<file path="src/rtl/llc_pd_pkg.sv">
package llc_pd_pkg;

  typedef enum logic {
    OP_LOOKUP  = 1'b0,
    OP_RELEASE = 1'b1
  } pd_op_e;

endpackage

</file>
<file path="src/rtl/llc_pd_way_match.sv">
module llc_pd_way_match #(
  parameter int WAYS  = 2,
  parameter int TAG_W = 6,
  parameter int WAY_W = 1
) (
  input  logic [WAYS-1:0][TAG_W-1:0] way_tag,
  input  logic [WAYS-1:0]            way_vld,
  input  logic [TAG_W-1:0]           look_tag,
  output logic                       hit,
  output logic [WAY_W-1:0]           hit_way
);

  logic [WAYS-1:0] match;

  generate
    for (genvar g = 0; g < WAYS; g++) begin : g_cmp
      assign match[g] = way_vld[g] && (way_tag[g] == look_tag);
    end
  endgenerate

  always_comb begin
    hit     = |match;
    hit_way = '0;
    for (int w = WAYS - 1; w >= 0; w--) begin
      if (match[w]) hit_way = WAY_W'(w);
    end
  end

endmodule

</file>
<file path="src/rtl/llc_pd_victim.sv">
module llc_pd_victim #(
  parameter int WAYS  = 2,
  parameter int WAY_W = 1
) (
  input  logic [WAYS-1:0]  way_vld,
  input  logic [WAY_W-1:0] rr_ptr,
  output logic [WAY_W-1:0] victim,
  output logic             victim_live
);

  always_comb begin
    victim = rr_ptr;
    for (int w = WAYS - 1; w >= 0; w--) begin
      if (!way_vld[w]) victim = WAY_W'(w);
    end
    victim_live = way_vld[victim];
  end

endmodule

</file>
<file path="src/rtl/llc_presence_dir.sv">
module llc_presence_dir
  import llc_pd_pkg::*;
#(
  parameter int NUM_CORES = 4,
  parameter int SETS      = 4,
  parameter int WAYS      = 2,
  parameter int ADDR_W    = 8,
  localparam int CORE_W   = (NUM_CORES > 1) ? $clog2(NUM_CORES) : 1,
  localparam int IDX_W    = (SETS > 1) ? $clog2(SETS) : 1,
  localparam int TAG_W    = ADDR_W - IDX_W,
  localparam int WAY_W    = (WAYS > 1) ? $clog2(WAYS) : 1
) (
  input  logic                 clk,
  input  logic                 rst,
  input  logic                 req_valid,
  output logic                 req_ready,
  input  logic                 req_op,
  input  logic [CORE_W-1:0]    req_core,
  input  logic [ADDR_W-1:0]    req_addr,
  output logic                 rsp_valid,
  output logic                 rsp_hit,
  output logic [NUM_CORES-1:0] rsp_snoop_mask,
  output logic                 rsp_excl,
  output logic                 rsp_binv_valid,
  output logic [NUM_CORES-1:0] rsp_binv_mask,
  output logic [ADDR_W-1:0]    rsp_binv_addr
);

  // directory state, one row per set
  logic [WAYS-1:0][TAG_W-1:0]     tag_q [SETS];
  logic [WAYS-1:0]                vld_q [SETS];
  logic [WAYS-1:0][NUM_CORES-1:0] pv_q  [SETS];
  logic [WAY_W-1:0]               rr_q  [SETS];

  logic                 fire;
  pd_op_e               op;
  logic [IDX_W-1:0]     idx;
  logic [TAG_W-1:0]     tag;
  logic [NUM_CORES-1:0] self_bit;
  logic                 hit;
  logic [WAY_W-1:0]     hit_way;
  logic [WAY_W-1:0]     victim;
  logic                 victim_live;
  logic [NUM_CORES-1:0] pv_cur;
  logic [NUM_CORES-1:0] others;
  logic [WAY_W-1:0]     rr_next;

  assign req_ready = !rst;
  assign fire      = req_valid && req_ready;
  assign op        = pd_op_e'(req_op);
  assign idx       = req_addr[IDX_W-1:0];
  assign tag       = req_addr[ADDR_W-1:IDX_W];
  assign self_bit  = NUM_CORES'(1) << req_core;

  llc_pd_way_match #(.WAYS(WAYS), .TAG_W(TAG_W), .WAY_W(WAY_W)) u_match (
    .way_tag (tag_q[idx]),
    .way_vld (vld_q[idx]),
    .look_tag(tag),
    .hit     (hit),
    .hit_way (hit_way)
  );

  llc_pd_victim #(.WAYS(WAYS), .WAY_W(WAY_W)) u_victim (
    .way_vld    (vld_q[idx]),
    .rr_ptr     (rr_q[idx]),
    .victim     (victim),
    .victim_live(victim_live)
  );

  assign pv_cur  = pv_q[idx][hit_way];
  assign others  = pv_cur & ~self_bit;
  assign rr_next = (rr_q[idx] == WAY_W'(WAYS - 1)) ? '0 : rr_q[idx] + 1'b1;

  always_ff @(posedge clk) begin
    if (rst) begin
      for (int s = 0; s < SETS; s++) begin
        tag_q[s] <= '0;
        vld_q[s] <= '0;
        pv_q[s]  <= '0;
        rr_q[s]  <= '0;
      end
      rsp_valid      <= 1'b0;
      rsp_hit        <= 1'b0;
      rsp_snoop_mask <= '0;
      rsp_excl       <= 1'b0;
      rsp_binv_valid <= 1'b0;
      rsp_binv_mask  <= '0;
      rsp_binv_addr  <= '0;
    end else begin
      rsp_valid      <= fire;
      rsp_binv_valid <= 1'b0;
      rsp_binv_mask  <= '0;
      rsp_binv_addr  <= '0;
      rsp_snoop_mask <= '0;
      rsp_excl       <= 1'b0;
      if (fire) begin
        rsp_hit <= hit;
        if (op == OP_LOOKUP) begin
          if (hit) begin
            rsp_snoop_mask         <= others;
            rsp_excl               <= (others == '0);
            pv_q[idx][hit_way]     <= pv_cur | self_bit;
          end else begin
            rsp_excl               <= 1'b1;
            rsp_binv_valid         <= victim_live;
            if (victim_live) begin
              rsp_binv_mask        <= pv_q[idx][victim];
              rsp_binv_addr        <= {tag_q[idx][victim], idx};
            end
            tag_q[idx][victim]     <= tag;
            vld_q[idx][victim]     <= 1'b1;
            pv_q[idx][victim]      <= self_bit;
            rr_q[idx]              <= rr_next;
          end
        end else begin
          if (hit) pv_q[idx][hit_way] <= pv_cur & ~self_bit;
        end
      end
    end
  end

endmodule

</file>
<file path="config.mk">
export PLATFORM = sky130hd
export DESIGN_NAME = llc_presence_dir
export DESIGN_NICKNAME = d
export VERILOG_FILES = /design/src/rtl/llc_pd_pkg.sv /design/src/rtl/llc_pd_way_match.sv /design/src/rtl/llc_pd_victim.sv /design/src/rtl/llc_presence_dir.sv
export SDC_FILE = /design/constraint.sdc
export NUM_CORES = 1
export LEC_CHECK = 0
export CAP_MARGIN = 0
export CORE_ASPECT_RATIO = 1.1
export CORE_MARGIN = 4
export CORE_UTILIZATION = 50
export CTS_CLUSTER_DIAMETER = 200
export CTS_CLUSTER_SIZE = 8
export DETAILED_ROUTE_END_ITERATION = 16
export PLACE_DENSITY = 0.69
export REMOVE_ABC_BUFFERS = 1
export SYNTH_ARGS = -nofsm -noshare
export SYNTH_HDL_FRONTEND = slang
export SYNTH_SLANG_ARGS = --single-unit
export TNS_END_PERCENT = 50
</file>
<file path="constraint.sdc">
create_clock -name clk -period 5.85 [get_ports clk]
set_input_delay 1.4625 -clock clk [delete_from_list [all_inputs] [get_ports clk]]
set_output_delay 1.4625 -clock clk [all_outputs]
set_load 0.1 [all_outputs]
</file>
==> results of run 1 <==
==> logic make-up after synthesis <==
family | synth area share (%)
flops | 61.3
xor+xnor | 2.04
buf+inv | 3.32
simple gates | 16.5
compound gates | 4.83
mux | 12.0
==> worst max-delay path, stage by stage <==
cell and delay (ps):
clkdlybuf4s50_1 990, mux4_2 440, xor2_1 290, nor4_4 120, nor2_2 220, nand2_4 100
inv_2 300, nand2_2 200, o21ai_0 810
==> metal layers <==
metal | global-route usage, % | up-vias | share of wire (%)
li1 | - | 1504 | -
met1 | 30.0 | 1620 | 45
met2 | 30.5 | 131 | 46
met3 | 3.27 | 13 | 6.8
met4 | 6.30 | 0 | 1.5
met5 | 0 | - | 0
==> path summary, 6_finish.rpt <==
kind | from | slack (ps) | end | cells after the start
hold reg to reg | rr_q[0] | 570 | rr_q[0] | 1
setup reg to reg | tag_q[0][7] | 2500 | vld_q[2][1] | 8
hold / removal | rr_q[0] | 570 | rr_q[0] | 1
setup / recovery | req_addr[1] | 890 | vld_q[2][1] | 9
==> where the power goes <==
| group | switching (W) | internal (W) | total [W] | leakage, nW |
|---|---|---|---|---|
| Sequential | 0.0000125 | 0.000894 | 0.000906 | 1.11 |
| Combinational | 0.000117 | 0.0000677 | 0.000185 | 0.945 |
| Clock | 0.000274 | 0.000208 | 0.000482 | 0.106 |
| Total | 0.000404 | 0.00117 | 0.00157 | 2.16 |
==> through the flow <==
| stage | hold WS (ps) | std cells | worst slack (ps) |
|---|---|---|---|
| global placement | 547 | 538 | 674 |
| floorplan | 525 | 378 | 1640 |
| global route | 606 | 554 | 647 |
| detailed placement | 554 | 538 | 504 |
| finish | 570 | 554 | 893 |
| CTS | 570 | 554 | 892 |
==> flip-flops by register name, summed over array words and instances (netlist names) <==
signal          cells
rsp_binv_mask       4
rsp_snoop_mask      4
tag_q              48
rr_q                4
rsp_valid           1
rsp_hit             1
rsp_binv_addr       8
rsp_excl            1
rsp_binv_valid      1
vld_q               8
pv_q               32
==> synthesized netlist by cell type, types with 2 or more instances <==
library cell,number,share of area (%)
a21oi_1,8,0.78
a21oi_2,4,0.68
a22o_1,4,0.68
and2_1,41,5.0
and3_1,3,0.36
buf_2,5,0.49
buf_6,2,0.44
clkbuf_1,10,0.73
dfxtp_1,20,7.8
edfxtp_1,92,54
inv_1,18,1.3
mux2i_1,10,1.9
mux4_2,23,10
nand2_1,32,2.3
nand2b_1,5,0.61
nand3_1,3,0.29
nand4_1,4,0.49
nor2_1,47,3.4
nor3_1,13,1.3
nor4_1,3,0.36
nor4_4,2,0.83
o211ai_1,3,0.44
o21ai_0,8,0.78
o21ai_1,4,0.39
or2_1,3,0.36
or2_2,3,0.36
xnor2_1,10,1.7
xor2_1,2,0.34
==> layout make-up <==
type	count	area, µm²	share of cell area, %
Sequential cell	112	3160	54.6
Multi-Input combinational cell	247	1830	31.5
Timing Repair Buffer	40	378	6.52
Tap cell	120	150	2.59
Clock buffer	9	124	2.14
Clock inverter	7	85.1	1.47
Inverter	19	71.3	1.23
==> placed cells by master, fill, tap and decap left out, drive strengths merged, types with 2 or more instances in the layout <==
cell	synthesis	final
edfxtp	92	92
nor2	48	48
and2	41	41
nand2	34	34
clkdlybuf4s50	0	32
mux4	23	23
inv	19	23
dfxtp	20	20
nor3	13	13
a21oi	12	12
o21ai	12	12
xnor2	10	10
mux2i	10	10
clkbuf	10	9
buf	8	8
or2	6	6
nand2b	5	5
nor4	5	5
nand4	4	4
a22o	4	4
o211ai	3	3
nand3	3	3
and3	3	3
xor2	2	2
or4	2	2
==> results.md, run 1 <==
* Detailed-route DRC error count at 0
* Mapped Cells at ~400
* HPWL after DPL at 8550 µm
* Max-capacitance violation count at 0
* Largest net degree at the start of global routing at 23
* Clk_lat worst skew at between 300 and 400 ps
* Die Area at between 10,000 and 15,000 µm²
* Mean Syn Cell Area at roughly 13 µm²
* Clk_skew at 14.0 ps
* RSZ-0062 raised after global routing: no
* Clock sink total at roughly 110
* Tot Pwr at ~0.0016 W
* Vias in the first global route at about 3,200
* Distinct cells, synth at 42
* Number of setup buffers added after CTS at 0
* Critical Path End Type: register
* Yosys reg bits at 112
* YS warnings at 0
* Post-Syn Area at 5160 µm²
* Htree depth at 3
* Row count at 38
* Startpoint Class: primary input
* Clock Path Buffers at 2
* Routability cong. at 0.902
* Slew HR at a little under 20%
* Worst-path fanout max at 21
* Fillers at 822
* Design area at 5800 µm²
* GRT Overall Usage at between 20% and 30%
* CP Data Required Time at just under 6000 ps
* Routed vias/inst at about 5.9
* Dpl cell area at between 5000 and 6000 µm²
* Cells resized by post-CTS repair at 0
* Sequential fraction of the synthesis area at 61.3%
* Min-delay worst type: register to register
* Layout cell share with drive strength beyond 1 at 14.3%
* DR WL/cell at about 20 µm
* Fin crit period at between 4000 and 5000 ps
* Initial antenna violation count at 0
* Worst EP arrival at ~5000 ps
* Hold buffers post-CTS at 0
* Prevailing post-synth register cell: edfxtp_1
* Via Count at roughly 3,300
* Worst-path clk slew at ~100 ps
* Nets@finish at around 440
* DRT iter0 DRCs at about 220
* Initial core utilization at between 50% and 60%
* Vert. Die Dim at about 110 µm
* Final period utilization at a little over four fifths
* Final setup fails at 0
* Placeable Area at 9980 µm²
* Status: completed
* CTS tree: built
* First-pass GRT wire length at around 18,000 µm
* Worst Tran Pin Value at 1200 ps
* Final Max Slew Viols at 0
* Num CTS Buffers at 9
* Final Util at 58.1%
* DIE WIDTH at roughly 100 µm
* Number of flops mapped to enable cells by yosys at 92
* CTS Root Cell: clkbuf_8
* Crit path kind: primary input to register
* First-pass iteration count of the detailed router at 5
* Max Fclk at 202 MHz
* Ports at 35
* PD cells at between 200 and 300 nW/µm²
* Antenna-violating nets left at 0
* Peak VDD IR at approximately 160 µV
* IO Port Bufs at 34
* Routed WL at around 11,000 µm
* Synth async-reset ratio at 0%
* Antenna cell count at 0
* Area grow syn2layout at 12.4%
* Setup TNS at 0 ps
* GRT overflow at 0
* Hold Fails Final Rpt at 0
* Leakage at 2.16 nW
No activity file was read; power rests on OpenSTA's default activity.
==> inputs of run 2 (changes only) <==
--- a/config.mk
+++ b/config.mk
@@ -12,7 +12,7 @@
 export CTS_CLUSTER_DIAMETER = 200
 export CTS_CLUSTER_SIZE = 8
 export DETAILED_ROUTE_END_ITERATION = 16
-export PLACE_DENSITY = 0.69
+export PLACE_DENSITY = 0.72
 export REMOVE_ABC_BUFFERS = 1
 export SYNTH_ARGS = -nofsm -noshare
 export SYNTH_HDL_FRONTEND = slang
==> constraint.sdc (replaced) <==
create_clock -name clk -period 4 [get_ports clk]
set_input_delay 1 -clock clk [delete_from_list [all_inputs] [get_ports clk]]
set_output_delay 1 -clock clk [all_outputs]
set_load 0.1 [all_outputs]
==> results.md, run 2 (synthesis gave the netlist of run 1 again) <==
* Status: completed
* GRT overflow at 0
* Crit path buffers/inverters at 3
* Fillers at just under 800
* PD cells at between 300 and 400 nW/µm²
* Sw Ratio at 24.5%
* Vert. Die Dim at 115 µm
* DRT iter0 DRCs at 227
* Antenna-violating nets left at 0
* Placeable Area at ~10000 µm²
* Worst-path fanout max at 16
* Most frequent cells in the layout: 92 x edfxtp_1, 47 x nor2_1, 41 x and2_1
* GRT Overall Usage at 19.1%
* Vias in the first global route at 3,333
* Setup TNS at 0 ps
* Via Count at about 3,300
* Hold buffers post-CTS at 0
* Routability cong. at a little under 0.9
* Crit-path cells: clkdlybuf4s50_1 > buf_12 > mux4_2 > xnor2_1 > nand2_1 > buf_4 > or4_4 > nor3_1 > nor2_1 > o21ai_1 > nor2_1
* Clk_lat worst skew at around 370 ps
* Max Fclk at ~260 MHz
* Nets@finish at 475
* Fin crit period at ~3800 ps
* Final setup fails at 0
* Initial core utilization at between 50% and 60%
* Area grow syn2layout at 17.4%
* Ports at 35
* Critical Path End Type: register
* Initial antenna violation count at 0
* Routed vias/inst at between 5 and 6
* Worst-path clk slew at around 100 ps
* Die Area at around 12,000 µm²
* Num CTS Buffers at 9
* Sequential share of power at 58.1%
* Number of setup buffers added after CTS at 0
* Htree depth at 3
* Startpoint Class: primary input
* Most flop-heavy register: tag_q
* Layout cell share with drive strength beyond 1 at 20.0%
* Most common cell after layout, fill and taps aside: edfxtp_1
* First-pass GRT wire length at between 15,000 and 20,000 µm
* First-pass iteration count of the detailed router at 5
* CTS tree: built
* Slew HR at between 30% and 40%
* Crit path max-delay family: simple AND/OR/NAND/NOR gates
* Largest net degree at the start of global routing at 18
* DR WL/cell at 18.6 µm
* Routed WL at ~11,000 µm
* Final Max Slew Viols at 0
* Crit path largest cell delay at around 520 ps
* Peak VDD IR at roughly 210 µV
* Hold Fails Final Rpt at 0
* Clk_skew at about 12 ps
* DIE WIDTH at 105 µm
* Worst EP arrival at between 3000 and 4000 ps
* Comb power frac at about an eighth
* Detailed-route DRC error count at 0
* RSZ-0062 raised after global routing: no
* Clock sink total at 112
* Clk pwr share at ~29%
* Crit path kind: primary input to register
* Dpl cell area at between 5000 and 6000 µm²
* P_sw at around 0.00056 W
* Leakage at around 2.3 nW
* Cells resized by post-CTS repair at 0
* Final period utilization at 94.6%
* Row count at 38
* Clock Path Buffers at 2
* Worst Tran Pin Value at 981 ps
* Antenna cell count at 0
* Design area at 6050 µm²
* HPWL after DPL at ~8400 µm
* IO Port Bufs at 34
* Min-delay worst type: register to register
* Largest register FFs at between 40 and 50
* CTS Root Cell: clkbuf_8
* Largest registers in the final layout: tag_q (48), pv_q (32)
* Critical path's most frequent cell: nor2_1
* Setup slack after layout at ~220 ps
* CP Data Required Time at 4120 ps
* Power Internal at around 0.0017 W
* Slowest library cell on the worst path: or4_4
* Max-capacitance violation count at 0
* Pre-CTS WS at -122 ps
-- run 2: cell count changes in the layout (fill, tap and decap cells not counted), sizes merged --
cell / before / now
clkinv: 1 / 3
buf: 8 / 40
clkbuf: 9 / 10
inv: 23 / 19
clkinvlp: 1 / 2
-- run 2: worst paths after layout --
kind / slack, ps / start / depth (start not counted) / end
worst max register to register: 970 / tag_q[3][8] / 9 / pv_q[1][5]
worst min register to register: 520 / rsp_hit / 2 / rsp_hit
worst min-delay path: 520 / rsp_hit / 2 / rsp_hit
worst max-delay path: 220 / req_addr[1] / 11 / pv_q[1][5]
-- run 2: power groups by stage --
| stage | registers [W] | clock network [W] | logic (W) |
|---|---|---|---|
| finish | 0.00132 | 0.000654 | 0.000296 |
| global route | 0.00133 | 0.000715 | 0.000319 |
| CTS | 0.00132 | 0.000663 | 0.000297 |
| detailed placement | 0.00135 | 0 | 0.000296 |
| global placement | 0.00134 | 0 | 0.000289 |
| floorplan | 0.00136 | 0 | 0.000159 |
-- run 2: area by class of cell --
| type | count | area, µm² | share of cell area [%] |
|---|---|---|---|
| Multi-Input combinational cell | 247 | 1830 | 30.2 |
| Tap cell | 120 | 150 | 2.48 |
| Sequential cell | 112 | 3160 | 52.3 |
| Clock inverter | 6 | 60.1 | 0.992 |
| Inverter | 19 | 71.3 | 1.18 |
| Clock buffer | 10 | 128 | 2.11 |
| Timing Repair Buffer | 72 | 656 | 10.8 |
-- run 2: per-layer routing --
layer  up-vias  share of wire (%)  routed length, µm  global-route usage (%)
li1       1563                  -                  -                       -
met1      1608                 43               4640                    25.7
met2       133                 49               5300                    30.3
met3        21                6.5                711                    4.00
met4         0                2.2                241                    8.40
met5         -                  0                  0                       0
-- run 2: worst register-to-register path, stage by stage, from the launching register on --
cell and delay, ps:
edfxtp_1 380, mux4_2 520, xnor2_1 150, nand2_1 130
buf_4 150, or4_4 520, nor3_1 420, nor2_1 110
o21ai_1 300, nor2_1 110
-- run 2: through the flow --
stage,power (W),cells,hold slack (ps),util [%]
2_1_floorplan,0.00152,378,525,-
3_3_place_gp,0.00163,570,505,58.7
3_5_place_dp,0.00164,570,516,58.7
4_1_cts,0.00228,586,533,60.6
5_1_grt,0.00236,586,557,60.6
6_report,0.00227,586,518,60.6
==> inputs of run 3 (changes only) <==
--- a/config.mk
+++ b/config.mk
@@ -12,7 +12,8 @@
 export CTS_CLUSTER_DIAMETER = 200
 export CTS_CLUSTER_SIZE = 8
 export DETAILED_ROUTE_END_ITERATION = 16
-export PLACE_DENSITY = 0.72
+export DONT_BUFFER_PORTS = 1
+export PLACE_DENSITY = 0.68
 export REMOVE_ABC_BUFFERS = 1
 export SYNTH_ARGS = -nofsm -noshare
 export SYNTH_HDL_FRONTEND = slang
==> results.md, run 3 (synthesis gave the netlist of run 1 again) <==
* Nets@finish at ~410
* Fin crit period at 3360 ps
* Hold buffers post-CTS at 0
* Largest net degree at the start of global routing at 33
* First-pass GRT wire length at between 15,000 and 20,000 µm
* Most frequent cells in the layout: 92 x edfxtp_1, 47 x nor2_1, 41 x and2_1
* Pre-CTS WS at around 230 ps
* DIE WIDTH at about 100 µm
* DRT iter0 DRCs at between 200 and 250
* Cells resized by post-CTS repair at 0
* Most common cell after layout, fill and taps aside: edfxtp_1
* CTS tree: built
* Via Count at just over 3,000
* Row count at 38
* Clock Path Buffers at 2
* Largest register FFs at 48
* Setup TNS at 0 ps
* Vias in the first global route at a little over 3,000
* Max Fclk at 298 MHz
* Most flop-heavy register: tag_q
* Setup slack after layout at 643 ps
* Final Util at between 50% and 60%
* Critical Path End Type: register
* IO Port Bufs at 0
* Slew HR at a little over a quarter
* Number of setup buffers added after CTS at 0
* GRT overflow at 0
* Tot Pwr at 0.00234 W
* Clk_lat worst skew at roughly 380 ps
* HPWL after DPL at just under 8000 µm
* Num CTS Buffers at 9
* CP Data Required Time at 4120 ps
* Routability cong. at between 0.8 and 0.9
* PD cells at approximately 420 nW/µm²
* Htree depth at 3
* Antenna-violating nets left at 0
* Initial antenna violation count at 0
* Die Area at around 12,000 µm²
* Antenna cell count at 0
* Startpoint Class: primary input
* Clk_skew at approximately 9.3 ps
* Worst Tran Pin Value at about 1100 ps
* Max-capacitance violation count at 0
* CTS Root Cell: clkbuf_8
* Layout cell share with drive strength beyond 1 at 15.3%
* Initial core utilization at around 52%
* Final setup fails at 0
* Final period utilization at a little over four fifths
* Status: completed
* Ports at 35
* Peak VDD IR at 181 µV
* Worst-path clk slew at roughly 90 ps
* Crit path kind: primary input to register
* Area grow syn2layout at 7.06%
* Worst EP arrival at 3470 ps
* Detailed-route DRC error count at 0
* Largest registers in the final layout: tag_q (48), pv_q (32)
* Worst-path fanout max at 29
* Leakage at ~2.1 nW
* Final Max Slew Viols at 0
* Placeable Area at 9980 µm²
* Hold Fails Final Rpt at 0
* RSZ-0062 raised after global routing: no
* Vert. Die Dim at roughly 110 µm
* Routed vias/inst at 5.81
* Min-delay worst type: register to register
* Routed WL at between 10,000 and 15,000 µm
* Clock sink total at between 100 and 150
* DR WL/cell at roughly 20 µm
* First-pass iteration count of the detailed router at 4
* GRT Overall Usage at a little under a fifth
## run 3: critical path, stage by stage
cell and delay [ps]:
mux4_2 540, xnor2_1 160, nand2_1 120, or4_4 600, nor3_1 390, nor2_1 80
o21ai_0 440, nor2_1 120
## run 3: per-stage QoR
stage               hold slack (ps)  std cells  area (µm²)
floorplan                       525        378        5060
global placement                550        508        5290
detailed placement              547        508        5290
CTS                             561        524        5520
global route                    585        524        5520
finish                          558        524        5520
## run 3: routing by layer
metal	GRT usage (%)	wire [µm]	vias to the layer above
met5	0	0	-
met4	7.26	214	0
met3	4.23	586	13
met2	29.8	5030	89
met1	25.1	4670	1499
li1	-	-	1441
## run 3: final timing paths
| kind | startpoint | to | slack, ps | cells after the start |
|---|---|---|---|---|
| min | rr_q[2] | rr_q[2] | 560 | 1 |
| min reg2reg | rr_q[2] | rr_q[2] | 560 | 1 |
| max reg2reg | tag_q[1][11] | pv_q[1][6] | 910 | 8 |
| max | req_addr[0] | pv_q[1][6] | 640 | 8 |
## run 3: final cells by class
type	instances	area, µm²
Clock inverter	5	104
Multi-Input combinational cell	247	1830
Tap cell	120	150
Timing Repair Buffer	10	75.1
Fill cell	823	4460
Sequential cell	112	3160
Inverter	19	71.3
Clock buffer	11	131
## run 3: power by group
group          internal (W)  total, W  switching, W
Combinational     0.0000847  0.000206      0.000122
Clock              0.000417  0.000789      0.000372
Sequential          0.00131   0.00134     0.0000337
